## src/rtl/tbp_pkg.sv

```systemverilog
package tbp_pkg;
  localparam int WORD_W  = 24;
  localparam int BYTE_W  = 8;
  localparam int FIELD_W = 10;
  localparam int H_LSB   = 14;
  localparam int V_LSB   = 0;
  localparam int PH_BIT  = 11;
  localparam int PV_BIT  = 10;

  typedef logic [1:0] bidx_t;

  // Build the stored form of a host word: clear missing bits, fill parity.
  function automatic logic [WORD_W-1:0] seal_word(input logic [WORD_W-1:0] raw,
                                                  input logic narrow,
                                                  input logic flip_h);
    logic [WORD_W-1:0] w;
    w = raw;
    if (narrow) w[WORD_W-1 -: 2] = 2'b00;
    w[PH_BIT] = (^w[H_LSB +: FIELD_W]) ^ flip_h;
    w[PV_BIT] = ^w[V_LSB +: FIELD_W];
    return w;
  endfunction

  function automatic logic word_bad(input logic [WORD_W-1:0] w);
    return ((^w[H_LSB +: FIELD_W]) ^ w[PH_BIT]) | ((^w[V_LSB +: FIELD_W]) ^ w[PV_BIT]);
  endfunction
endpackage

```

## src/rtl/tbp_glitch_filter.sv

```systemverilog
module tbp_glitch_filter #(
  parameter int FILT_LEN = 3
) (
  input  logic clk,
  input  logic rst,
  input  logic raw,
  output logic clean
);
  localparam int CW = $clog2(FILT_LEN + 1);
  localparam logic [CW-1:0] LAST = CW'(FILT_LEN - 1);

  logic s1, s2;
  logic [CW-1:0] cnt;

  always_ff @(posedge clk) begin
    if (rst) begin
      s1    <= 1'b1;
      s2    <= 1'b1;
      clean <= 1'b1;
      cnt   <= '0;
    end else begin
      s1 <= raw;
      s2 <= s1;
      if (s2 == clean) begin
        cnt <= '0;
      end else if (cnt == LAST) begin
        clean <= s2;
        cnt   <= '0;
      end else begin
        cnt <= cnt + 1'b1;
      end
    end
  end
endmodule

```

## src/rtl/tbp_word_ram.sv

```systemverilog
module tbp_word_ram #(
  parameter int DEPTH = 12,
  parameter int AW    = 4,
  parameter int W     = 24
) (
  input  logic          clk,
  input  logic          a_we,
  input  logic          a_re,
  input  logic [AW-1:0] a_addr,
  input  logic [W-1:0]  a_wdata,
  output logic [W-1:0]  a_q,
  input  logic          b_re,
  input  logic [AW-1:0] b_addr,
  output logic [W-1:0]  b_q
);
  logic [W-1:0] mem [DEPTH];

  always_ff @(posedge clk) begin
    if (a_we) mem[a_addr] <= a_wdata;
    if (a_re) a_q <= mem[a_addr];
  end

  always_ff @(posedge clk) begin
    if (b_re) b_q <= mem[b_addr];
  end
endmodule

```

## src/rtl/tbp_use_check.sv

```systemverilog
module tbp_use_check
  import tbp_pkg::*;
(
  input  logic              clk,
  input  logic              rst,
  input  logic              q_vld,
  input  logic [WORD_W-1:0] q,
  input  logic              err_clr,
  output logic [WORD_W-1:0] use_word,
  output logic              use_vld,
  output logic              par_err
);
  always_ff @(posedge clk) begin
    if (rst) begin
      use_word <= '0;
      use_vld  <= 1'b0;
      par_err  <= 1'b0;
    end else begin
      use_vld <= q_vld;
      if (q_vld) use_word <= q;
      if (q_vld && word_bad(q)) par_err <= 1'b1;
      else if (err_clr)         par_err <= 1'b0;
    end
  end
endmodule

```

## src/rtl/tbp_regport.sv

```systemverilog
module tbp_regport
  import tbp_pkg::*;
#(
  parameter int DEPTH       = 12,
  parameter int AW          = 4,
  parameter int NARROW_BASE = 6,
  parameter int FILT_LEN    = 3
) (
  input  logic              clk,
  input  logic              rst,
  input  logic              sda_in,
  input  logic              scl_in,
  output logic              sda_clean,
  output logic              scl_clean,
  input  logic              ainc_en,
  input  logic              addr_ld,
  input  logic [AW-1:0]     addr_val,
  input  logic              stop_i,
  input  logic              wr_vld,
  input  logic [7:0]        wr_byte,
  input  logic              inj_par,
  input  logic              rd_req,
  output logic [7:0]        rd_byte,
  output logic              rd_vld,
  input  logic              use_req,
  input  logic [AW-1:0]     use_addr,
  output logic [WORD_W-1:0] use_word,
  output logic              use_vld,
  input  logic              err_clr,
  output logic              par_err
);
  localparam logic [AW-1:0] TOP_A   = AW'(DEPTH - 1);
  localparam logic [AW-1:0] NARROW_A = AW'(NARROW_BASE);
  localparam bidx_t LAST_IDX = 2'd2;

  // line filters
  logic [1:0] raw_bus, clean_bus;
  assign raw_bus = {scl_in, sda_in};
  for (genvar g = 0; g < 2; g++) begin : g_filt
    tbp_glitch_filter #(.FILT_LEN(FILT_LEN)) u_filt (
      .clk(clk), .rst(rst), .raw(raw_bus[g]), .clean(clean_bus[g])
    );
  end
  assign sda_clean = clean_bus[0];
  assign scl_clean = clean_bus[1];

  // pointer and byte assembly
  logic [AW-1:0]      ptr, ptr_step, ld_addr, use_a;
  bidx_t              idx, rd_sel;
  logic [BYTE_W-1:0]  b0, b1;
  logic               take_wr, take_rd, last, commit, rd_pend, use_pend;
  logic [WORD_W-1:0]  wdata, a_q, b_q;

  assign take_wr  = wr_vld & ~addr_ld & ~stop_i;
  assign take_rd  = rd_req & ~addr_ld & ~stop_i & ~wr_vld;
  assign last     = (idx == LAST_IDX);
  assign commit   = take_wr & last;
  assign ptr_step = (ainc_en && ptr != TOP_A) ? ptr + 1'b1 : ptr;
  assign ld_addr  = (addr_val > TOP_A) ? TOP_A : addr_val;
  assign use_a    = (use_addr > TOP_A) ? TOP_A : use_addr;
  assign wdata    = seal_word({b0, b1, wr_byte}, ptr >= NARROW_A, inj_par);

  always_ff @(posedge clk) begin
    if (rst) begin
      ptr <= '0;
      idx <= '0;
      b0  <= '0;
      b1  <= '0;
    end else if (addr_ld) begin
      ptr <= ld_addr;
      idx <= '0;
    end else if (stop_i) begin
      idx <= '0;
    end else if (take_wr || take_rd) begin
      if (take_wr && idx == 2'd0) b0 <= wr_byte;
      if (take_wr && idx == 2'd1) b1 <= wr_byte;
      if (last) begin
        idx <= '0;
        ptr <= ptr_step;
      end else begin
        idx <= idx + 1'b1;
      end
    end
  end

  tbp_word_ram #(.DEPTH(DEPTH), .AW(AW), .W(WORD_W)) u_ram (
    .clk(clk), .a_we(commit), .a_re(take_rd), .a_addr(ptr), .a_wdata(wdata),
    .a_q(a_q), .b_re(use_req), .b_addr(use_a), .b_q(b_q)
  );

  // host read pipeline
  always_ff @(posedge clk) begin
    if (rst) begin
      rd_pend <= 1'b0;
      rd_sel  <= '0;
      rd_vld  <= 1'b0;
      rd_byte <= '0;
      use_pend <= 1'b0;
    end else begin
      rd_pend  <= take_rd;
      use_pend <= use_req;
      if (take_rd) rd_sel <= idx;
      rd_vld <= rd_pend;
      if (rd_pend) begin
        case (rd_sel)
          2'd0:    rd_byte <= a_q[23:16];
          2'd1:    rd_byte <= a_q[15:8];
          default: rd_byte <= a_q[7:0];
        endcase
      end
    end
  end

  tbp_use_check u_use (
    .clk(clk), .rst(rst), .q_vld(use_pend), .q(b_q), .err_clr(err_clr),
    .use_word(use_word), .use_vld(use_vld), .par_err(par_err)
  );
endmodule

```

## config.mk

```make
export PLATFORM = sky130hd
export DESIGN_NAME = tbp_regport
export DESIGN_NICKNAME = d
export VERILOG_FILES = /design/src/rtl/tbp_pkg.sv /design/src/rtl/tbp_glitch_filter.sv /design/src/rtl/tbp_word_ram.sv /design/src/rtl/tbp_use_check.sv /design/src/rtl/tbp_regport.sv
export SDC_FILE = /design/constraint.sdc
export NUM_CORES = 1
export LEC_CHECK = 0
export BUFFER_PORTS_ARGS = -buffer_cell sky130_fd_sc_hd__buf_2
export CAP_MARGIN = 20
export CORE_MARGIN = 3
export CORE_UTILIZATION = 25
export DETAILED_ROUTE_END_ITERATION = 16
export PLACE_DENSITY = 0.37
export SLEW_MARGIN = 0
export SYNTH_ARGS = -nofsm -noshare
export SYNTH_HDL_FRONTEND = slang
export SYNTH_HIERARCHICAL = 1
export SYNTH_SLANG_ARGS = --single-unit
```

## constraint.sdc

```tcl
create_clock -name clk -period 4.25 [get_ports clk]
set_input_delay 0.2125 -clock clk [delete_from_list [all_inputs] [get_ports clk]]
set_output_delay 0.2125 -clock clk [all_outputs]
set_load 0.05 [all_outputs]
```

## Word-level counts from Yosys, hierarchy flattened

Memory sizes are Yosys's and may differ from the RTL's. A register that Yosys moved wholly into a read port is not among the register bits.
Index checks and enable logic that the tools add are counted.

| word-level totals | value |
|---|---|
| register bits after elaboration | 71 |
| bits in writable memories | 288 |
| output and inout bits | 37 |
| logic and storage cells | 89 |
| memories kept | 1 |

| cells by class | value |
|---|---|
| $add $sub $neg | 4 |
| $lt $le $gt $ge | 3 |
| equal/unequal tests | 9 |
| muxes and demuxes | 14 |
| bitwise gates (word level) | 15 |
| reductions and logical operators | 23 |

Memory list:

| name | depth | width | rd ports | clocked after Yosys merged registers in | wr ports | line | source |
|---|---|---|---|---|---|---|---|
| u_ram.mem | 12 | 24 | 2 | 2 | 1 | tbp_word_ram.sv:16 | `logic [W-1:0] mem [DEPTH];` |

Operator list:

| kind | count |
|---|---|
| 10-bit parity | 4 |
| 4-bit two-way mux | 7 |
| 8-bit one-hot mux with 2 select lines | 1 |
| 4-bit AND reduction | 3 |
| 3-bit OR reduction | 3 |
| 4-bit greater-than comparator (second input constant) | 2 |
| 2-bit nonzero test | 4 |
| 2-bit by 1-bit adder with 2-bit output (second input constant) | 3 |
| 1-bit bitwise AND | 6 |
| 2-bit == test (second input constant) | 3 |
| 1-bit NOT | 5 |
| 4-bit by 1-bit adder with 4-bit output (second input constant) | 1 |
| 2-bit by 1-bit == test with 1-bit output (second input constant) | 2 |
| 4-bit by 3-bit greater-or-equal comparator with 1-bit output (second input constant) | 1 |
| 1-bit logical AND | 4 |
| 2-bit zero test | 2 |
| 1-bit two-way mux | 4 |
| 2-bit two-way mux | 2 |
| 4-bit inequality test (second input constant) | 1 |
| 2-bit AND reduction | 2 |
| 1-bit XOR | 3 |
| 1-bit == test | 2 |
| 2-bit inequality test (second input constant) | 1 |
| 1-bit logical OR | 1 |
| 1-bit bitwise OR | 1 |

## Longest topological paths before layout

Gate-level depths: netlist of the first run.

| depth | value |
|---|---|
| depth in word-level cells | 8 |
| mapped depth | 7 |

## Cells and area by module

Netlist of the first run, hierarchy kept.

By module, submodules not included:

| module | times used | cells an instance | area each (µm²) | seq. area each (µm²) |
|---|---|---|---|---|
| tbp_word_ram | 1 | 860 | 15317.2 | 10089.7 |
| tbp_regport | 1 | 184 | 1694.1 | 660.6 |
| tbp_use_check | 1 | 103 | 1082.3 | 520.5 |
| tbp_glitch_filter | 2 | 14 | 166.4 | 100.1 |

## Least setup slack after synthesis of the first run

OpenSTA, ideal clock, no wires.

| timing | value |
|---|---|
| kind | input -> register |
| start point | input port stop_i |
| end point | register rd_sel[0] |
| arrival time | 3.563 ns |
| data required time | 4.122 ns |
| slack | 0.559 ns |
| stages on the path | 3 |
| path buffers | 0 |
| cell sequence | nor4b_1 mux2i_1 nor2_1 |

| on the way | value |
|---|---|
| cells in the longest elaborated chain, start to end | 3 |

RTL lines:

| element | line | source |
|---|---|---|
| start: declaration | tbp_regport.sv:18 | `input logic stop_i,` |
| 1-bit NOT (no source line) | n/a |  |
| 1-bit bitwise AND (2 in a row) | tbp_regport.sv:55 | `assign take_rd = rd_req & ~addr_ld & ~stop_i & ~wr_vld;` |
| end signal: assignment | tbp_regport.sv:102 | `if (take_rd) rd_sel <= idx;` |
| end: declaration | tbp_regport.sv:49 | `bidx_t idx, rd_sel;` |

No other way between the ends.
A chain may end at the register's enable or synchronous reset.

## Worst setup path after layout of the first run

| timing | value |
|---|---|
| start point | input port addr_ld |
| end point | memory u_ram.mem[4][18] (enable) |

| on the way | value |
|---|---|
| cells in the longest elaborated chain, start to end | 6 |

RTL lines:

| element | line | source |
|---|---|---|
| start: declaration | tbp_regport.sv:16 | `input logic addr_ld,` |
| 1-bit NOT (no source line) | n/a |  |
| 1-bit bitwise AND (2 in a row) | tbp_regport.sv:54 | `assign take_wr = wr_vld & ~addr_ld & ~stop_i;` |
| 1-bit bitwise AND | tbp_regport.sv:57 | `assign commit = take_wr & last;` |
| named net commit | tbp_regport.sv:51 | `logic take_wr, take_rd, last, commit, rd_pend, use_pend;` |
| 1-bit two-way mux | tbp_word_ram.sv:19 | `if (a_we) mem[a_addr] <= a_wdata;` |
| 1-bit two-way mux (not written as such) | tbp_word_ram.sv:19 |  |
| end: declaration | tbp_word_ram.sv:16 |  |

The timed path passes the listed nets, and every way through them passes these cells.

==> metrics.txt, run 1 <==
# TYPE chip_impl_metric gauge
chip_impl_info{name="result_of_the_run",value="finished clean"} 1
chip_impl_metric{name="global_route_wire_length_before_repair",unit="µm"} 82300
chip_impl_metric{name="synth_async_sr_flop_share",unit="%"} 0
chip_impl_metric{name="worstPathMaxFanout",unit=""} 24
chip_impl_metric{name="insertion_delay",unit="ns"} 0.58
chip_impl_metric{name="report.final.hold_viol_count",unit=""} 0
chip_impl_metric{name="wirelength",unit="µm"} 57500
chip_impl_metric{name="synth_cells",unit=""} 1175
chip_impl_metric{name="synth_fa_ha_area_share",unit="%"} 0.272
chip_impl_metric{name="hpwlAfterDp",unit="µm"} 36100
chip_impl_metric{name="drtPass1Iterations",unit=""} 4
chip_impl_info{name="crit_type",value="input port to register"} 1
chip_impl_info{name="synth_top_family_by_area",value="multiplexers"} 1
chip_impl_metric{name="via_count",unit=""} 10600
chip_impl_metric{name="chipWidth",unit="µm"} 277
chip_impl_metric{name="initial_core_util",unit="%"} 25.5
chip_impl_info{name="layout.cells.most_common",value="edfxtp_1"} 1
chip_impl_metric{name="mappedNetlistArea",unit="µm²"} 18400
chip_impl_metric{name="postLayoutCoreUtil",unit="%"} 29.7
chip_impl_metric{name="compound_gate_fraction_of_synth_area",unit="%"} 7.94
chip_impl_metric{name="die_area",unit="µm²"} 77000
chip_impl_metric{name="finish.net_count",unit=""} 1286
chip_impl_metric{name="cts-buffers-inserted",unit=""} 46
chip_impl_metric{name="core",unit="µm²"} 72200
chip_impl_metric{name="tns",unit="ns"} 0
chip_impl_metric{name="route.detailed.drc",unit=""} 0
chip_impl_metric{name="syn_warnings",unit=""} 6
chip_impl_metric{name="io_pins",unit=""} 65
chip_impl_metric{name="num_rows",unit=""} 98
chip_impl_metric{name="htree_num_levels",unit=""} 2
chip_impl_info{name="clock_tree.root_cell",value="clkbuf_16"} 1
chip_impl_info{name="hold_class",value="input port to register"} 1
chip_impl_metric{name="synth.mux.area_fraction",unit="%"} 20.0
chip_impl_metric{name="area_growth_syn_to_layout",unit="%"} 16.6
chip_impl_metric{name="power_density",unit="nW/µm²"} 426
chip_impl_metric{name="synth.net_count",unit=""} 1207
chip_impl_metric{name="highest_achievable_clock_rate",unit="MHz"} 323
chip_impl_metric{name="timing.slew.headroom",unit="%"} 30.8
chip_impl_metric{name="port_buffers",unit=""} 64
chip_impl_metric{name="yosys.area_share.xor_xnor",unit="%"} 2.07
chip_impl_metric{name="overflow",unit=""} 0
chip_impl_metric{name="clock_tree.buffer_depth",unit=""} 3
chip_impl_metric{name="fin_worst_skew",unit="ns"} 0.0167
chip_impl_metric{name="finalWorstSetupSlack",unit="ns"} 1.15
chip_impl_metric{name="finalWorstPathRequiredPeriod",unit="ns"} 3.10
chip_impl_metric{name="grt_antenna_before_repair",unit=""} 0
chip_impl_metric{name="drive_gt1_share",unit="%"} 30.6
chip_impl_metric{name="numClockSinks",unit=""} 405
chip_impl_metric{name="detail_route.wl_per_cell",unit="µm"} 25.6
chip_impl_metric{name="share_of_synthesized_area_occupied_by_flip_flops_and_latches",unit="%"} 62.3
chip_impl_info{name="worst_setup_path_start_kind",value="input port"} 1
chip_impl_metric{name="edff_count_synth",unit=""} 336
chip_impl_info{name="dominantRegCellSynth",value="edfxtp_1"} 1
chip_impl_metric{name="cts_setup_buffers",unit=""} 0
chip_impl_metric{name="finalWeightedCongestion",unit=""} 0.740
chip_impl_metric{name="cap_violations",unit=""} 0
chip_impl_metric{name="grtUsageTotal",unit="%"} 14.9
chip_impl_metric{name="timing.critical_path.required",unit="ns"} 4.45
chip_impl_metric{name="clock_slew_seen_by_the_registers_of_the_worst_setup_and_hold_paths",unit="ns"} 0.06
chip_impl_metric{name="vias_per_cell",unit=""} 4.71
chip_impl_metric{name="detailedPlace.worstSlack",unit="ns"} 1.10
chip_impl_metric{name="grt_start_max_net_pins",unit=""} 64
chip_impl_metric{name="whs",unit="ns"} 0.0446
chip_impl_metric{name="finalSetupViolations",unit=""} 0
chip_impl_metric{name="ant_nets",unit=""} 0
chip_impl_metric{name="power_leakage",unit="nW"} 6.68
chip_impl_metric{name="yosys_register_bits",unit=""} 405
chip_impl_info{name="element_type_at_the_critical_path_end",value="register"} 1
chip_impl_metric{name="final_min_period_over_clock_period",unit="%"} 72.9
chip_impl_metric{name="netlist-cell-type-count",unit=""} 53
chip_impl_metric{name="syn_avg_cell_area",unit="µm²"} 15.7
chip_impl_metric{name="irDropWorstVdd",unit="V"} 0.000246
chip_impl_info{name="tritoncts_clock_tree",value="done"} 1
chip_impl_info{name="most-common-layout-cells",value="edfxtp_1, mux2i_1, mux2_2, dfxtp_1, buf_2"} 1
chip_impl_metric{name="synthSimpleGateAreaFrac",unit="%"} 4.33
chip_impl_metric{name="detailedRoute.firstIterationViolations",unit=""} 641
chip_impl_metric{name="cp_data_arrival_time",unit="ns"} 3.29
chip_impl_metric{name="grt_pass1_vias",unit=""} 11200
chip_impl_metric{name="max_slew.worst_pin.slew",unit="ns"} 1.04
chip_impl_metric{name="die_height",unit="µm"} 277
chip_impl_info{name="setup_repair_after_global_routing_missed_its_margin",value="false"} 1
chip_impl_metric{name="finalMaxSlewViolations",unit=""} 0
[flip-flops by register name, summed over array words and instances (netlist names), 2 cells and up]
name	flops
u_ram/mem	288
u_ram/a_q	24
u_ram/b_q	24
u_use/use_word	24
b0	8
rd_byte	8
b1	6
g_filt.u_filt/cnt	4
ptr	4
g_filt.u_filt/clean	2
g_filt.u_filt/s1	2
g_filt.u_filt/s2	2
idx	2
rd_sel	2
[metal layers]
metal / up-vias / routed length, µm / global-route usage, %
li1: 4778 / - / -
met1: 5501 / 27200 / 20.8
met2: 220 / 26900 / 24.0
met3: 68 / 2170 / 2.31
met4: 0 / 1220 / 3.77
met5: - / 0 / 0
[synthesized netlist by cell type (4+ instances only)]
master	number	area (µm²)
buf_2	27	135
a22o_1	49	429
clkbuf_1	27	101
inv_1	5	18.8
nor3_1	4	20.0
nand2_1	61	229
nand3_1	4	20.0
nor4_1	5	31.3
or2_2	5	31.3
mux2i_1	153	1530
buf_6	11	124
buf_4	7	52.6
o21ai_0	8	40.0
mux4_2	48	1080
xnor2_1	35	307
o31ai_2	44	551
o22ai_1	48	300
mux2_2	96	1080
nor2b_1	9	56.3
xor2_1	6	52.6
edfxtp_1	336	10100
ha_1	4	50.1
nor2_1	65	244
buf_12	4	80.1
o31ai_1	4	30.0
dfxtp_1	69	1380
[final timing paths]
path | from | end | slack [ns] | cells past startpoint
max reg2reg | ptr[2] | u_ram/mem[4][18] | 1.34 | 2
max | addr_ld | u_ram/mem[4][18] | 1.15 | 6
min | wr_byte[5] | u_ram/mem[9][5] | 0.04 | 1
min reg2reg | g_filt[0].u_filt/s1 | g_filt[0].u_filt/s2 | 0.40 | 1
[metrics by stage]
stage,cells,cell area [µm²],power [mW]
2_1_floorplan,1175,18400,5.02
3_3_place_gp,2145,19900,5.31
3_5_place_dp,2146,19900,5.31
4_1_cts,2240,21500,9.31
5_1_grt,2241,21500,9.53
6_report,2242,21500,9.15
[power by group]
group / internal [mW] / switching [mW] / total, mW
Clock: 2.33 / 1.61 / 3.93
Sequential: 4.36 / 0.0757 / 4.43
Combinational: 0.300 / 0.483 / 0.784
[repair_timing]
action | 4_1_cts | 5_1_grt
gates resized for setup | 0 | 0
hold buffers | 9 | 0
hold endpoints to repair | 7 | 0
[worst max-delay path, stage by stage]
cell and delay [ns]:
dlygate4sd3_1 0.54, buf_2 0.17, or3b_1 0.44, nor3b_1 0.61, or3b_4 0.53, nor2_4 0.78
[final cells by class]
class | count | area (µm²)
multi-input combinational | 683 | 6500
sequential | 405 | 11500
clock buffer | 68 | 1360
clock inverter | 17 | 135
antenna | 1 | 2.50
inverter | 5 | 18.8
timing repair buffer | 113 | 806
tap | 950 | 1190
fill | 7138 | 50700
[cells by family after synthesis]
group,Yosys count
AOI/OAI and AO/OA,167
xor gates and xnor gates,42
adders and majority gates,4
buffers and inverters,87
DFF,405
muxes,297
and+or+nand+nor,173
(Power assumes the default switching activity.)
==> run 2: changes to the inputs <==
Settings changed: ABC_AREA set to 1, PLACE_DENSITY 0.37 to 0.38.
Clock period 4.25 ns to 2.7 ns, I/O delays scaled along.
==> metrics.txt, run 2 <==
# TYPE chip_impl_metric gauge
chip_impl_metric{name="insertion_delay",unit="ns"} 0.60
chip_impl_metric{name="max_slew.worst_pin.slew",unit="ns"} 1.04
chip_impl_metric{name="tns",unit="ns"} 0
chip_impl_info{name="result_of_the_run",value="finished clean"} 1
chip_impl_info{name="hold_path_startpoint",value="wr_byte[7]"} 1
chip_impl_metric{name="synth_async_sr_flop_share",unit="%"} 0
chip_impl_metric{name="power_density",unit="nW/µm²"} 649
chip_impl_metric{name="initial_core_util",unit="%"} 25.5
chip_impl_metric{name="grt_start_max_net_pins",unit=""} 91
chip_impl_metric{name="syn_avg_cell_area",unit="µm²"} 8.80
chip_impl_info{name="element_type_at_the_critical_path_end",value="register"} 1
chip_impl_metric{name="detailedRoute.firstIterationViolations",unit=""} 1344
chip_impl_metric{name="place_inst",unit=""} 3277
chip_impl_info{name="dominantRegCellSynth",value="edfxtp_1"} 1
chip_impl_info{name="crit_type",value="register to register"} 1
chip_impl_info{name="setup_repair_after_global_routing_missed_its_margin",value="false"} 1
chip_impl_info{name="list_of_most_frequent_post_synthesis_cells",value="nand2_1, edfxtp_1, nand3_1"} 1
chip_impl_metric{name="chipWidth",unit="µm"} 286
chip_impl_info{name="worst_setup_path_start_kind",value="register"} 1
chip_impl_metric{name="edff_count_synth",unit=""} 336
chip_impl_metric{name="die_height",unit="µm"} 286
chip_impl_metric{name="clock_tree.buffer_depth",unit=""} 3
chip_impl_info{name="synth_area_leaders",value="edfxtp_1, nand2_1, dfxtp_1, nand3_1, inv_1"} 1
chip_impl_metric{name="cts-buffers-inserted",unit=""} 49
chip_impl_metric{name="netlist-cell-type-count",unit=""} 38
chip_impl_metric{name="whs",unit="ns"} 0.0118
chip_impl_metric{name="mappedNetlistArea",unit="µm²"} 19600
chip_impl_metric{name="report.final.hold_viol_count",unit=""} 0
chip_impl_metric{name="fin_worst_skew",unit="ns"} 0.0248
chip_impl_metric{name="wirelength",unit="µm"} 69000
chip_impl_metric{name="synth.mux.area_fraction",unit="%"} 0
chip_impl_metric{name="share_clk_of_total_power",unit="%"} 42.3
chip_impl_metric{name="ant_nets",unit=""} 0
chip_impl_info{name="hold_class",value="input port to register"} 1
chip_impl_metric{name="synth_fa_ha_area_share",unit="%"} 0.256
chip_impl_metric{name="cts_setup_buffers",unit=""} 0
chip_impl_metric{name="vias_per_cell",unit=""} 4.69
chip_impl_metric{name="power.internal",unit="mW"} 11.1
chip_impl_metric{name="power_leakage",unit="nW"} 9.66
chip_impl_metric{name="grt_antenna_before_repair",unit=""} 3
chip_impl_metric{name="irDropWorstVdd",unit="V"} 0.000423
chip_impl_metric{name="final_min_period_over_clock_period",unit="%"} 77.9
chip_impl_metric{name="synth_top_area_share",unit="%"} 51.6
chip_impl_metric{name="die_area",unit="µm²"} 81600
chip_impl_metric{name="route.detailed.drc",unit=""} 0
chip_impl_metric{name="global_route_wire_length_before_repair",unit="µm"} 102000
chip_impl_metric{name="grt_pass1_vias",unit=""} 15700
chip_impl_metric{name="io_pins",unit=""} 65
chip_impl_info{name="r2r-start",value="u_ram/b_q[2]"} 1
chip_impl_metric{name="detailedPlace.worstSlack",unit="ns"} 0.545
chip_impl_metric{name="cp_data_arrival_time",unit="ns"} 2.58
chip_impl_metric{name="fillerInstances",unit=""} 8078
chip_impl_info{name="tritoncts_clock_tree",value="done"} 1
chip_impl_info{name="synth_top_family_by_area",value="simple AND/OR/NAND/NOR gates"} 1
chip_impl_info{name="synth.largest_area_cell",value="edfxtp_1"} 1
chip_impl_metric{name="largest_register_ff_count",unit=""} 288
chip_impl_metric{name="timing.slew.headroom",unit="%"} 30.8
chip_impl_metric{name="highest_achievable_clock_rate",unit="MHz"} 475
chip_impl_metric{name="htree_num_levels",unit=""} 2
chip_impl_metric{name="finalSetupViolations",unit=""} 0
chip_impl_metric{name="switching_share",unit="%"} 26.4
chip_impl_info{name="layout.cells.most_common",value="nand2_1"} 1
chip_impl_metric{name="grtUsageTotal",unit="%"} 16.8
chip_impl_metric{name="finalWorstSetupSlack",unit="ns"} 0.596
chip_impl_metric{name="layoutNonFillerInstCount",unit=""} 3389
chip_impl_metric{name="area_of_the_multi_input_gates",unit="µm²"} 6520
chip_impl_metric{name="finalWeightedCongestion",unit=""} 0.819
chip_impl_metric{name="hpwlAfterDp",unit="µm"} 44900
chip_impl_metric{name="core",unit="µm²"} 76700
chip_impl_metric{name="finalWorstPathRequiredPeriod",unit="ns"} 2.10
chip_impl_metric{name="clock_slew_seen_by_the_registers_of_the_worst_setup_and_hold_paths",unit="ns"} 0.06
chip_impl_metric{name="synth.net_count",unit=""} 2254
chip_impl_info{name="most_flop_heavy_register",value="u_ram/mem"} 1
chip_impl_metric{name="layout.area.seq",unit="µm²"} 11500
chip_impl_metric{name="port_buffers",unit=""} 64
chip_impl_metric{name="numClockSinks",unit=""} 405
chip_impl_metric{name="worstPathMaxFanout",unit=""} 3
chip_impl_metric{name="synthSimpleGateAreaFrac",unit="%"} 23.6
chip_impl_metric{name="drive_gt1_share",unit="%"} 11.5
chip_impl_metric{name="share_of_synthesized_area_occupied_by_flip_flops_and_latches",unit="%"} 58.6
chip_impl_metric{name="yosys.area_share.xor_xnor",unit="%"} 0.672
chip_impl_metric{name="yosys_register_bits",unit=""} 405
chip_impl_info{name="worst_setup_startpoint",value="u_ram/b_q[2]"} 1
chip_impl_metric{name="via_count",unit=""} 15900
chip_impl_info{name="clock_tree.root_cell",value="clkbuf_16"} 1
chip_impl_metric{name="share_seq_of_total_power",unit="%"} 46.1
chip_impl_info{name="synth.most_common_cell",value="nand2_1"} 1
chip_impl_metric{name="timing.critical_path.required",unit="ns"} 3.17
chip_impl_metric{name="combinationalPowerShare",unit="%"} 11.6
chip_impl_metric{name="finish.net_count",unit=""} 2349
chip_impl_metric{name="overflow",unit=""} 0
chip_impl_metric{name="area_growth_syn_to_layout",unit="%"} 18.6
chip_impl_metric{name="finalMaxSlewViolations",unit=""} 0
chip_impl_metric{name="syn_warnings",unit=""} 6
chip_impl_info{name="most-common-layout-cells",value="nand2_1, edfxtp_1, nand3_1, inv_1, o21ai_0"} 1
chip_impl_metric{name="drtPass1Iterations",unit=""} 5
chip_impl_metric{name="synth_cells",unit=""} 2222
chip_impl_metric{name="num_rows",unit=""} 101
chip_impl_metric{name="cap_violations",unit=""} 0
chip_impl_metric{name="detail_route.wl_per_cell",unit="µm"} 20.4
chip_impl_metric{name="power_switching",unit="mW"} 3.97
chip_impl_metric{name="compound_gate_fraction_of_synth_area",unit="%"} 8.20
[run 2: cell types whose count changed after synthesis, sizes merged, moves of 56 or more]
cell,previous run,this run
a21oi,0,90
inv,5,274
mux2,96,0
mux2i,153,0
nand2,61,659
nand3,4,277
nor2,65,121
o21ai,9,209
[run 2: area by class of cell]
cell class                 instances  area share (%)
multi-input combinational       1418            28.1
timing repair buffer             168            5.76
sequential                       405            49.5
clock buffer                      68            5.77
inverter                         275            4.48
clock inverter                    22           0.809
tap                             1030            5.56
antenna                            3          0.0324
[run 2: logic make-up (layout without fill, tap and decap cells)]
| family | Yosys count | after routing |
|---|---|---|
| adders and majority gates | 4 | 4 |
| xor gates and xnor gates | 15 | 15 |
| buffers and inverters | 399 | 533 |
| DFF | 405 | 405 |
| and+or+nand+nor | 1087 | 1087 |
| AOI/OAI and AO/OA | 312 | 312 |
| other | 0 | 3 |
[run 2: power by group through the flow]
stage,sequential (mW),combinational [mW],clock [mW]
after floorplan,7.15,0.965,0
final,6.94,1.74,6.37
after global routing,6.95,1.92,6.83
after detailed placement,7.08,1.74,0
after CTS,6.94,1.77,6.58
after global placement,7.07,1.73,0
[run 2: metal layers]
layer / up-vias / part of all wire [%] / routed length [µm] / global-route usage [%]
met2: 486 / 45 / 31000 / 26.9
met3: 98 / 5.4 / 3740 / 1.86
met4: 0 / 2.8 / 1950 / 5.28
met5: - / 0 / 0 / 0
met1: 7754 / 47 / 32300 / 23.8
li1: 7541 / - / - / -
[run 2: repair_timing]
action / 4_1_cts / 5_1_grt
hold buffers: 19 / 0
hold endpoints to repair: 53 / 0
resized for setup: 0 / 0
[run 2: metrics by stage]
| stage | utilization [%] | cell area [µm²] | total power [mW] |
|---|---|---|---|
| after detailed placement | 28.0 | 21500 | 8.81 |
| final | 30.2 | 23200 | 15.1 |
| after global placement | 28.0 | 21500 | 8.81 |
| after global routing | 30.2 | 23200 | 15.7 |
| after floorplan | - | 19600 | 8.11 |
| after CTS | 30.2 | 23200 | 15.3 |
[run 2: critical path, cell delays in order (launching register included)]
cell and delay (ns):
edfxtp_1 0.57, inv_1 0.19, nand2_1 0.06, nand2_1 0.08, nand2_1 0.06, nand3_1 0.08
nand2_1 0.06, inv_1 0.06, nand2_2 0.04, nand2_2 0.07, nand2_1 0.05, nand2_1 0.05
nand2_1 0.05, dlygate4sd3_1 0.55
[run 2: final timing paths]
path              cells past startpoint  slack [ns]                  end
setup reg to reg                     13        0.60        u_use/par_err
hold reg to reg                       1        0.40  g_filt[0].u_filt/s2
hold / removal                        1        0.01      u_ram/mem[5][7]
setup / recovery                     13        0.60        u_use/par_err
